[src/rtl/mbi_pkg.sv]
// Shared types and command decoding for the multiplexed bus initiator.
// Assumes a 4-bit command field whose bit 0 marks a write.
package mbi_pkg;

    localparam int ADDR_W = 64;
    localparam logic [3:0] CMD_DUAL_ADDR = 4'b1101;

    typedef enum logic [2:0] {
        S_IDLE   = 3'd0,
        S_ARB    = 3'd1,
        S_ADR_LO = 3'd2,
        S_ADR_HI = 3'd3,
        S_TURN   = 3'd4,
        S_DATA   = 3'd5,
        S_REL    = 3'd6
    } mbi_state_e;

    typedef enum logic [1:0] {
        MBI_OK     = 2'd0,
        MBI_RETRY  = 2'd1,
        MBI_DISC   = 2'd2,
        MBI_MABORT = 2'd3
    } mbi_status_e;

    // Commands with bit 0 set move data from master to target.
    function automatic logic cmd_writes(input logic [3:0] c);
        return c[0];
    endfunction

    // I/O commands (0010, 0011) always use a single data phase.
    function automatic logic cmd_single(input logic [3:0] c);
        return (c[3:1] == 3'b001);
    endfunction

endpackage

[src/rtl/mbi_xfer_track.sv]
// Address and word-count tracker.
// Loads the start address and count when a request is accepted, then steps
// the address by STEP bytes and decrements the count on each moved word.
// Assumes adv is never raised when the count is already zero.
module mbi_xfer_track #(
    parameter int CNT_W  = 8,
    parameter int STEP   = 4,
    parameter int ADDR_W = 64
) (
    input  logic              clk,
    input  logic              rst_n,
    input  logic              load,
    input  logic [ADDR_W-1:0] ld_addr,
    input  logic [CNT_W-1:0]  ld_count,
    input  logic              adv,
    output logic [ADDR_W-1:0] cur_addr,
    output logic [CNT_W-1:0]  remaining,
    output logic              last,
    output logic              moved_any
);

    localparam logic [ADDR_W-1:0] STEP_V = ADDR_W'(STEP);
    localparam logic [CNT_W-1:0]  ONE_C  = CNT_W'(1);

    // Hold the resume point: next address, words left, whether any moved.
    always_ff @(posedge clk) begin
        if (!rst_n) begin
            cur_addr  <= '0;
            remaining <= '0;
            moved_any <= 1'b0;
        end else if (load) begin
            cur_addr  <= ld_addr;
            remaining <= ld_count;
            moved_any <= 1'b0;
        end else if (adv) begin
            cur_addr  <= cur_addr + STEP_V;
            remaining <= remaining - ONE_C;
            moved_any <= 1'b1;
        end
    end

    // Flag the final word so the sequencer can end the cycle strobe.
    always_comb last = (remaining == ONE_C);

    assert_no_underflow_R5: assert property (@(posedge clk) disable iff (!rst_n)
        adv |-> (remaining != '0));

endmodule

[src/rtl/mbi_claim_timer.sv]
// Claim watchdog for the master-abort decision.
// Cleared during the address phases, it counts the cycles that follow them.
// It raises expired in the TMO-th such cycle if no claim has been seen and
// the claim input is still high in that cycle.
module mbi_claim_timer #(
    parameter int TMO = 4
) (
    input  logic clk,
    input  logic rst_n,
    input  logic arm,
    input  logic run,
    input  logic claim_n,
    output logic claimed,
    output logic expired
);

    localparam int CW = $clog2(TMO + 1);
    localparam logic [CW-1:0] LIMIT = CW'(TMO - 1);

    logic [CW-1:0] cnt;

    // Count post-address cycles and remember whether a target claimed.
    always_ff @(posedge clk) begin
        if (!rst_n) begin
            cnt     <= '0;
            claimed <= 1'b0;
        end else if (arm) begin
            cnt     <= '0;
            claimed <= 1'b0;
        end else if (run) begin
            if (!claim_n) claimed <= 1'b1;
            if (cnt != LIMIT) cnt <= cnt + CW'(1);
        end
    end

    // Time out in the last allowed cycle when still unclaimed.
    always_comb expired = run && !claimed && claim_n && (cnt == LIMIT);

    assert_claim_from_target_R11: assert property (@(posedge clk) disable iff (!rst_n)
        $rose(claimed) |-> $past(!claim_n));

endmodule

[src/rtl/mbi_seq.sv]
// Bus sequencer for the initiator.
// It walks from arbitration through the address phases and an optional read
// turnaround into the data phases, then spends one release cycle.
// Assumes the target stop input stays asserted until the cycle has ended.
module mbi_seq
    import mbi_pkg::*;
(
    input  logic        clk,
    input  logic        rst_n,
    input  logic        req_valid,
    input  logic        is_write,
    input  logic        dual,
    input  logic        grant_n,
    input  logic        obs_cyc_n,
    input  logic        obs_mrdy_n,
    input  logic        lcl_ready,
    input  logic        tgt_ready_n,
    input  logic        tgt_halt_n,
    input  logic        tgt_claim_n,
    input  logic        last,
    input  logic        moved_any,
    input  logic        expired,
    output mbi_state_e  state,
    output mbi_status_e status,
    output logic        xfer,
    output logic        cyc_n,
    output logic        mrdy_n,
    output logic        req_n
);

    mbi_state_e  nxt;
    mbi_status_e status_d;
    logic        last_commit;

    // Drive the master strobes from the state and the final-phase latch.
    always_comb begin
        mrdy_n = !((state == S_DATA) && (lcl_ready || last_commit));
        req_n  = (state != S_ARB);
        unique case (state)
            S_ADR_LO, S_ADR_HI, S_TURN: cyc_n = 1'b0;
            S_DATA:                     cyc_n = last && !mrdy_n;
            default:                    cyc_n = 1'b1;
        endcase
        xfer = (state == S_DATA) && !mrdy_n && !tgt_ready_n && !tgt_claim_n;
    end

    // Choose the next state and the completion code of this transaction.
    always_comb begin
        nxt      = state;
        status_d = status;
        unique case (state)
            S_IDLE:   if (req_valid) nxt = S_ARB;
            S_ARB:    if (!grant_n && obs_cyc_n && obs_mrdy_n) nxt = S_ADR_LO;
            S_ADR_LO: nxt = dual ? S_ADR_HI : (is_write ? S_DATA : S_TURN);
            S_ADR_HI: nxt = is_write ? S_DATA : S_TURN;
            S_TURN:   nxt = S_DATA;
            S_DATA: begin
                if (xfer && last) begin
                    nxt      = S_REL;
                    status_d = MBI_OK;
                end else if (!tgt_halt_n) begin
                    nxt      = S_REL;
                    status_d = (moved_any || xfer) ? MBI_DISC : MBI_RETRY;
                end else if (expired) begin
                    nxt      = S_REL;
                    status_d = MBI_MABORT;
                end
            end
            S_REL:    nxt = S_IDLE;
            default:  nxt = S_IDLE;
        endcase
    end

    // Register state and status; latch the committed final phase.
    always_ff @(posedge clk) begin
        if (!rst_n) begin
            state       <= S_IDLE;
            status      <= MBI_OK;
            last_commit <= 1'b0;
        end else begin
            state  <= nxt;
            status <= status_d;
            if (state != S_DATA || nxt != S_DATA) last_commit <= 1'b0;
            else if (last && !mrdy_n)             last_commit <= 1'b1;
        end
    end

    assert_last_hold_R6: assert property (@(posedge clk) disable iff (!rst_n)
        (state == S_DATA && cyc_n && !xfer && tgt_halt_n && !expired)
            |=> (!mrdy_n && cyc_n));

    assert_cyc_needs_mrdy_R6: assert property (@(posedge clk) disable iff (!rst_n)
        (state == S_DATA && cyc_n) |-> !mrdy_n);

endmodule

[src/rtl/mux_bus_initiator.sv]
// Top of the multiplexed bus initiator.
// Latches one local request, sequences it on the shared address/data lines,
// streams write words in and read words out, and reports the outcome with a
// resume point. Assumes wr_data holds the next write word whenever the
// master ready strobe is low in a write data phase.
module mux_bus_initiator
    import mbi_pkg::*;
#(
    parameter int DATA_W   = 32,
    parameter int CNT_W    = 8,
    parameter int CLAIM_TO = 4
) (
    input  logic                clk,
    input  logic                rst_n,
    input  logic                req_valid,
    input  logic [3:0]          req_cmd,
    input  logic [63:0]         req_addr,
    input  logic [CNT_W-1:0]    req_count,
    input  logic [DATA_W/8-1:0] req_be,
    output logic                busy,
    input  logic [DATA_W-1:0]   wr_data,
    output logic                wr_pull,
    input  logic                lcl_ready,
    output logic                rd_valid,
    output logic [DATA_W-1:0]   rd_data,
    output logic                done_valid,
    output logic [1:0]          done_status,
    output logic [CNT_W-1:0]    done_remaining,
    output logic [63:0]         done_next_addr,
    output logic                bus_req_n,
    input  logic                bus_grant_n,
    input  logic                obs_cyc_n,
    input  logic                obs_mrdy_n,
    output logic                cyc_n_o,
    output logic                mrdy_n_o,
    output logic [DATA_W-1:0]   ab_o,
    output logic                ab_oe,
    input  logic [DATA_W-1:0]   ab_i,
    output logic [DATA_W/8-1:0] cmd_be_n_o,
    input  logic                tgt_ready_n,
    input  logic                tgt_halt_n,
    input  logic                tgt_claim_n
);

    localparam int BE_W = DATA_W / 8;
    localparam logic [CNT_W-1:0] ONE_C = CNT_W'(1);

    mbi_state_e       state;
    mbi_status_e      status;
    logic             xfer;
    logic             accept;
    logic [3:0]       cmd_q;
    logic [BE_W-1:0]  be_q;
    logic             wr_q;
    logic             dual_q;
    logic [CNT_W-1:0] start_cnt_q;
    logic [63:0]      cur_addr;
    logic [CNT_W-1:0] remaining;
    logic             last;
    logic             moved_any;
    logic             claimed;
    logic             expired;
    logic             rd_valid_q;
    logic [DATA_W-1:0] rd_data_q;

    always_comb accept = (state == S_IDLE) && req_valid;

    // Capture the request attributes that stay fixed for the transaction.
    always_ff @(posedge clk) begin
        if (!rst_n) begin
            cmd_q       <= '0;
            be_q        <= '0;
            wr_q        <= 1'b0;
            dual_q      <= 1'b0;
            start_cnt_q <= '0;
        end else if (accept) begin
            cmd_q       <= req_cmd;
            be_q        <= req_be;
            wr_q        <= cmd_writes(req_cmd);
            dual_q      <= (req_addr[63:32] != 32'h0);
            start_cnt_q <= cmd_single(req_cmd) ? ONE_C : req_count;
        end
    end

    mbi_xfer_track #(
        .CNT_W (CNT_W),
        .STEP  (BE_W),
        .ADDR_W(64)
    ) track_i (
        .clk      (clk),
        .rst_n    (rst_n),
        .load     (accept),
        .ld_addr  (req_addr),
        .ld_count (cmd_single(req_cmd) ? ONE_C : req_count),
        .adv      (xfer),
        .cur_addr (cur_addr),
        .remaining(remaining),
        .last     (last),
        .moved_any(moved_any)
    );

    mbi_claim_timer #(
        .TMO(CLAIM_TO)
    ) timer_i (
        .clk    (clk),
        .rst_n  (rst_n),
        .arm    (state == S_ADR_LO || state == S_ADR_HI),
        .run    (state == S_TURN || state == S_DATA),
        .claim_n(tgt_claim_n),
        .claimed(claimed),
        .expired(expired)
    );

    mbi_seq seq_i (
        .clk        (clk),
        .rst_n      (rst_n),
        .req_valid  (req_valid),
        .is_write   (wr_q),
        .dual       (dual_q),
        .grant_n    (bus_grant_n),
        .obs_cyc_n  (obs_cyc_n),
        .obs_mrdy_n (obs_mrdy_n),
        .lcl_ready  (lcl_ready),
        .tgt_ready_n(tgt_ready_n),
        .tgt_halt_n (tgt_halt_n),
        .tgt_claim_n(tgt_claim_n),
        .last       (last),
        .moved_any  (moved_any),
        .expired    (expired),
        .state      (state),
        .status     (status),
        .xfer       (xfer),
        .cyc_n      (cyc_n_o),
        .mrdy_n     (mrdy_n_o),
        .req_n      (bus_req_n)
    );

    // Select what the engine drives on the shared lines in each phase.
    always_comb begin
        ab_o       = '0;
        ab_oe      = 1'b0;
        cmd_be_n_o = '1;
        unique case (state)
            S_ADR_LO: begin
                ab_o       = cur_addr[31:0];
                ab_oe      = 1'b1;
                cmd_be_n_o = dual_q ? CMD_DUAL_ADDR : cmd_q;
            end
            S_ADR_HI: begin
                ab_o       = cur_addr[63:32];
                ab_oe      = 1'b1;
                cmd_be_n_o = cmd_q;
            end
            S_TURN: cmd_be_n_o = ~be_q;
            S_DATA: begin
                ab_o       = wr_q ? wr_data : '0;
                ab_oe      = wr_q;
                cmd_be_n_o = ~be_q;
            end
            default: ;
        endcase
    end

    // Register each read word captured at a completed data phase.
    always_ff @(posedge clk) begin
        if (!rst_n) begin
            rd_valid_q <= 1'b0;
            rd_data_q  <= '0;
        end else begin
            rd_valid_q <= xfer && !wr_q;
            if (xfer && !wr_q) rd_data_q <= ab_i;
        end
    end

    // Present local-side results.
    always_comb begin
        wr_pull        = xfer && wr_q;
        rd_valid       = rd_valid_q;
        rd_data        = rd_data_q;
        busy           = (state != S_IDLE);
        done_valid     = (state == S_REL);
        done_status    = status;
        done_remaining = remaining;
        done_next_addr = cur_addr;
    end

    assert_start_after_grant_R3: assert property (@(posedge clk) disable iff (!rst_n)
        $fell(cyc_n_o) |-> $past(!bus_grant_n && obs_cyc_n && obs_mrdy_n));

    assert_read_released_R7: assert property (@(posedge clk) disable iff (!rst_n)
        rd_valid_q |-> $past(!ab_oe));

    assert_read_handshake_R4: assert property (@(posedge clk) disable iff (!rst_n)
        rd_valid_q |-> $past(!mrdy_n_o && !tgt_ready_n && !tgt_claim_n));

    assert_retry_keeps_count_R9: assert property (@(posedge clk) disable iff (!rst_n)
        (done_valid && done_status == MBI_RETRY) |-> (done_remaining == start_cnt_q));

    assert_abort_unclaimed_R11: assert property (@(posedge clk) disable iff (!rst_n)
        (done_valid && done_status == MBI_MABORT) |-> ($past(tgt_claim_n) && !claimed));

    assert_done_releases_R9: assert property (@(posedge clk) disable iff (!rst_n)
        done_valid |-> (cyc_n_o && mrdy_n_o && bus_req_n && !ab_oe));

endmodule

[config.mk]
export PLATFORM = sky130hd
export DESIGN_NAME = mux_bus_initiator
export DESIGN_NICKNAME = d
export VERILOG_FILES = /design/src/rtl/mbi_pkg.sv /design/src/rtl/mbi_xfer_track.sv /design/src/rtl/mbi_claim_timer.sv /design/src/rtl/mbi_seq.sv /design/src/rtl/mux_bus_initiator.sv
export SDC_FILE = /design/constraint.sdc
export NUM_CORES = 1
export LEC_CHECK = 0
export ABC_AREA = 1
export ABC_CLOCK_PERIOD_IN_PS = 4200
export BUFFER_PORTS_ARGS = -buffer_cell sky130_fd_sc_hd__buf_2
export CORE_ASPECT_RATIO = 1.75
export CORE_MARGIN = 1
export CORE_UTILIZATION = 40
export CTS_CLUSTER_DIAMETER = 80
export DETAILED_ROUTE_END_ITERATION = 7
export GPL_TIMING_DRIVEN = 0
export PLACE_DENSITY = 0.67
export SLEW_MARGIN = 20
export SYNTH_ARGS = -nofsm -noshare
export SYNTH_HDL_FRONTEND = slang
export SYNTH_SLANG_ARGS = --single-unit
[constraint.sdc]
create_clock -name clk -period 4.2 [get_ports clk]
set_input_delay 0.42 -clock clk [delete_from_list [all_inputs] [get_ports clk]]
set_output_delay 0.42 -clock clk [all_outputs]
set_load 0.005 [all_outputs]
Word-level counts from Yosys, hierarchy flattened:

Cells that the tools add are included.

* flip-flop bits (word level): 126
* bits of input ports: 154
* output and inout bits: 150
* logic and storage cells: 95

* add/subtract/negate cells: 3
* equal/unequal tests: 14
* muxes and demuxes: 23
* bitwise logic cells: 3
* reductions and logical operators: 38

Operators with widths (count)
* 64-bit 2-to-1 mux: 2
* 32-bit case mux with 3 select lines: 1
* 64-bit by 3-bit adder with 64-bit output (second input constant): 1
* 32-bit 2-to-1 mux: 1
* 32-bit nonzero test: 1
* 8-bit 2-to-1 mux: 3
* 3-bit 2-to-1 mux: 6
* 3-bit case mux with 6 select lines: 1
* 1-bit logical AND: 14
* 4-bit case mux with 3 select lines: 1
* 2-bit OR reduction: 5
* 3-bit by 2-bit equality test with 1-bit output (second input constant): 3
* 3-bit equality test (second input constant): 3
* 8-bit by 1-bit equality test with 1-bit output (second input constant): 1
* 2-bit 2-to-1 mux: 4
* 8-bit by 1-bit subtractor with 8-bit output (second input constant): 1
* 3-bit by 1-bit equality test with 1-bit output (second input constant): 2
* 1-bit zero test: 6
* 3-bit by 1-bit != test with 1-bit output (second input constant): 2
* 3-bit != test (second input constant): 2
* 2-bit AND reduction: 3
* 1-bit logical OR: 5
* 4-bit 2-to-1 mux: 1
* 4-bit NOT: 1
* 9 further kinds: 11

Depth between registers and ports, before layout:

* depth in word-level cells: 12
* gate-level depth with buffers: 11
* mapped depth without buffers: 11

Hierarchy:

Synthesis repeated with hierarchy kept, for this count alone.

* cells, all modules: 1219
* area total of the unflattened synthesis: 7913.8 µm²

By module, submodules not included
* mbi_xfer_track: times used 1, cells each 761, area each 4962.3 µm², sequential area each 1461.4 µm²
* mux_bus_initiator: times used 1, cells each 364, area each 2333.5 µm², sequential area each 840.8 µm²
* mbi_seq: times used 1, cells each 63, area each 410.4 µm², sequential area each 120.1 µm²
* mbi_claim_timer: times used 1, cells each 31, area each 207.7 µm², sequential area each 80.1 µm²

Worst setup path after synthesis:

OpenSTA, ideal clock, no wires.

* path type: flip-flop to flip-flop
* start: register track_i.cur_addr[2]
* end: register track_i.cur_addr[32]
* library setup time: 128 ps
* arrival time: 1520 ps
* required time: 4072 ps
* slack: 2553 ps
* stages on the path, launching flop included: 10
* buffers on the path: 0
* clock period less this slack: 1647 ps
* cells stage by stage: dfxtp_1 ha_1 nand3_1 nor2_1 inv_1 nor2_2 nand2_1 xor2_1 a21oi_1 nor2_1

* cells in the longest elaborated chain, start to end: 3

RTL lines
* start: declaration: RTL line mbi_xfer_track.sv:16 `output logic [ADDR_W-1:0] cur_addr,`
* start signal: assignment: RTL line mbi_xfer_track.sv:32 `cur_addr <= ld_addr;`
* start signal: assignment: RTL line mbi_xfer_track.sv:36 `cur_addr <= cur_addr + STEP_V;`
* 64-bit by 3-bit adder with 64-bit output: RTL line mbi_xfer_track.sv:36
* 64-bit 2-to-1 mux: RTL line mbi_xfer_track.sv:35 `end else if (adv) begin`
* 64-bit 2-to-1 mux: RTL line mbi_xfer_track.sv:31 `end else if (load) begin`

No other way between the ends. The select of a mux whose other input is x is not followed.
A chain may end at the register's enable or synchronous reset.

Worst setup path in the final report:

* start: register seq_i.state[0]
* end: output ab_o[2]

* cells in the longest elaborated chain, start to end: 2
* elaborated cells on any way between the ends: 4
* classes of those cells: 3 x eq/ne; 1 x mux

RTL lines
* start: declaration: RTL line mbi_seq.sv:23 `output mbi_state_e state,`
* start signal: assignment: RTL line mbi_seq.sv:81 `state <= nxt;`
* 3-bit equality test / 3-bit by 2-bit equality test with 1-bit output (equally long branches): RTL line mux_bus_initiator.sv:143 `unique case (state)`
* 32-bit case mux with 3 select lines *: RTL line mux_bus_initiator.sv:143
* end: declaration: RTL line mux_bus_initiator.sv:36 `output logic [DATA_W-1:0] ab_o,`

Mark *: on every way between the ends. The rest lies on a longest branch, timed or not.

==> metrics.txt <==
status finished, final reports clean; worst r2r path cells 9; RD Place Congestion 0.992; IO Count 304; most common cell in the netlist nand2_1; Final Max Tran Viols 0; Final TNS setup 0 ns; Synth Register Bits 125; Lkg Pwr 0.00453 uW; hold worst-path end be_q[1]; Worst R2R Setup Slack 1.61 ns; critical path arrival 2.61 ns; first-pass GRT wire length 58500 um; CTS root buf clkbuf_16; layout cell share with drive strength beyond 1 0.228; gr usage total 0.397; postcts setup bufs 0; Cells after Synth 1317; CTS Hold Bufs 0; row count 67; # diodes 0; fin util 0.535; Pwr per Cell Area 336 nW/um^2; sequential area share after synthesis 0.316; Critical R2R Capture track_i.cur_addr[58]; final hold violations 0; clock-pin slew on the worst setup and hold paths 0.06 ns; mapped cell area 7930 sq um; grt total ovfl 0; drt pass-1 iters 6; die area 20400 sq um; Comb pwr share 0.172; Finished Cell Area 10300 sq um; die width 108 um; clock network power share 0.433; Hold Startpoint req_be[1]; H-tree depth 4; Critical Path End Type output pin; Area Overhead vs Synth 30.2%; Worst Max-Slew Pin Slew 0.858 ns; sw frac 0.317; type of origin of the critical path flop; residual DRC count 0; area share of the largest cell type after synthesis 0.316; CTS tree built; number of fill cells 2070; Routed Antenna Nets 0; CP max-delay cell clkbuf_1; DRT Wirelength 40400 um; Pint 2370 uW; NetSw 1100 uW; Post-DP HPWL 32500 um; Wirelength per Cell 21.4 um; insertion delay to the later sink of the worst-skew pair 0.44 ns; Max-slew headroom 0.428; worst vdd ir 0.000266 V; Starting Density 0.411; # Max-Cap Violations 0; Avg Cell Area, Syn 6.02 sq um; Via density 5.49; CP cell instances nand3_2 > nor2_1 > clkbuf_1 > nand2_1 > o221ai_1 > buf_2; most frequent cells after synthesis nand2_1 (403), nor2_1 (170), inv_1 (139); hold crit path type in -> reg; clk_skew 0.00607 ns; largest area contributor in the netlist dfxtp_1; Post-synth ARST share 0; I/O Buffers 302; hold path depth 3; CTS Buffer Depth 2; CP max FO 10; Netlist cell types 39; Final Cycle Share 0.722; Critical Path RT 3.78 ns; clk sinks 125; reg2reg start track_i.cur_addr[25]; RSZ-0062 raised after global routing no; core area 19300 sq um; DR vias 10.4k; Initial DRC Count 797; minimum clock period 3.03 ns; largest net degree at the start of global routing 17; Post-DP Area 9740 sq um; Resized Gates After CTS 0; total power 3470 uW; sequential share of power 0.395; clock buffer count from CTS 17; Die H 188 um; EDFF count, synth 0; ys flop type dfxtp_1; Final nets 1797; Syn. warnings 0; CP max stage delay 0.62 ns; Area contributors post-synth dfxtp_1 (32%), nand2_1 (19%), nor2_1 (8.0%), a21oi_1 (7.3%), inv_1 (6.6%); Mapped Nets 1476; Worst Path Class, Setup reg -> out; endpoints failing setup 0; initial antenna violation count 0; max frequency 330 MHz; number of global-route vias before repair 9894
cells in the final DEF, fill, tap and decap left out, types with 10 or more instances in the layout:
master / netlist / routed
nand2_1: 403 / 403
buf_4: 10 / 10
nand3_1: 79 / 79
dfxtp_1: 125 / 125
o221ai_1: 21 / 21
o21ai_0: 70 / 70
nor2_1: 170 / 170
a21oi_1: 116 / 116
buf_2: 13 / 315
o22ai_1: 16 / 16
o211ai_1: 15 / 15
clkbuf_1: 30 / 31
nand4_1: 16 / 16
xor2_1: 15 / 15
inv_1: 139 / 139
clkbuf_16: 0 / 17
a31oi_1: 19 / 19
metal layers:
metal	vias to the layer above	GRT usage	routed length, um
met5	-	0	0
met4	0	0.320	3680
met3	146	0.0854	3040
met2	543	0.673	19700
met1	4744	0.414	14000
li1	4948	-	-
critical path, delay by kind of cell (launching register included):
| kind | cells | cell delay [ns] |
|---|---|---|
| buffers and inverters | 2 | 0.80 |
| AOI/OAI and AO/OA | 1 | 0.13 |
| DFF | 1 | 0.43 |
| and+or+nand+nor | 3 | 0.81 |
cells by family after synthesis:
kind of cell,count (synthesis),synth area share
fa+ha+maj,5,0.00789
buf+inv,201,0.102
compound gates,273,0.195
xor+xnor,18,0.0199
flops,125,0.316
simple gates,695,0.359
final cells by class:
type | count | area (sq um) | area share
Sequential cell | 125 | 2500 | 0.242
Buffer | 56 | 265 | 0.0257
Tap cell | 241 | 302 | 0.0292
Clock inverter | 13 | 139 | 0.0135
Inverter | 145 | 544 | 0.0527
Clock buffer | 19 | 443 | 0.0429
Timing Repair Buffer | 302 | 1510 | 0.146
Multi-Input combinational cell | 991 | 4620 | 0.447
sequential cells by signal, summed over array words and instances, names as in the netlist, 2 cells and up:
signal / count
track_i.cur_addr: 64
be_q: 4
rd_data: 32
timer_i.cnt: 3
seq_i.status: 2
track_i.remaining: 8
cmd_q: 4
seq_i.state: 3
how the worst max path moves through the flow:
| stage | start | end | slack [ns] | cells past startpoint |
|---|---|---|---|---|
| final | seq_i.state[0] | ab_o[2] | 1.17 | 6 |
| after detailed placement | seq_i.state[0] | ab_o[23] | 1.73 | 6 |
| after floorplan | track_i.cur_addr[2] | track_i.cur_addr[32] | 2.55 | 9 |
| after global routing | seq_i.state[0] | ab_o[2] | 1.12 | 6 |
| after global placement | seq_i.state[0] | ab_o[23] | 1.74 | 6 |
| after CTS | seq_i.state[0] | ab_o[2] | 1.27 | 6 |
per-stage QoR:
stage | cells | hold slack, ns | worst slack (ns)
after global routing | 1892 | 0.238 | 1.12
after CTS | 1892 | 0.219 | 1.27
after global placement | 1860 | 0.439 | 1.74
after floorplan | 1317 | 0.429 | 2.55
after detailed placement | 1860 | 0.446 | 1.73
final | 1892 | 0.228 | 1.17
power groups by stage:
| stage | Sequential, uW | Clock [uW] | Combinational, uW |
|---|---|---|---|
| floorplan | 1350 | 0 | 309 |
| global placement | 1390 | 0 | 584 |
| detailed placement | 1390 | 0 | 589 |
| CTS | 1360 | 1500 | 592 |
| global route | 1370 | 1550 | 655 |
| finish | 1370 | 1500 | 599 |
Note: power is estimated with default switching activity, not from simulation.
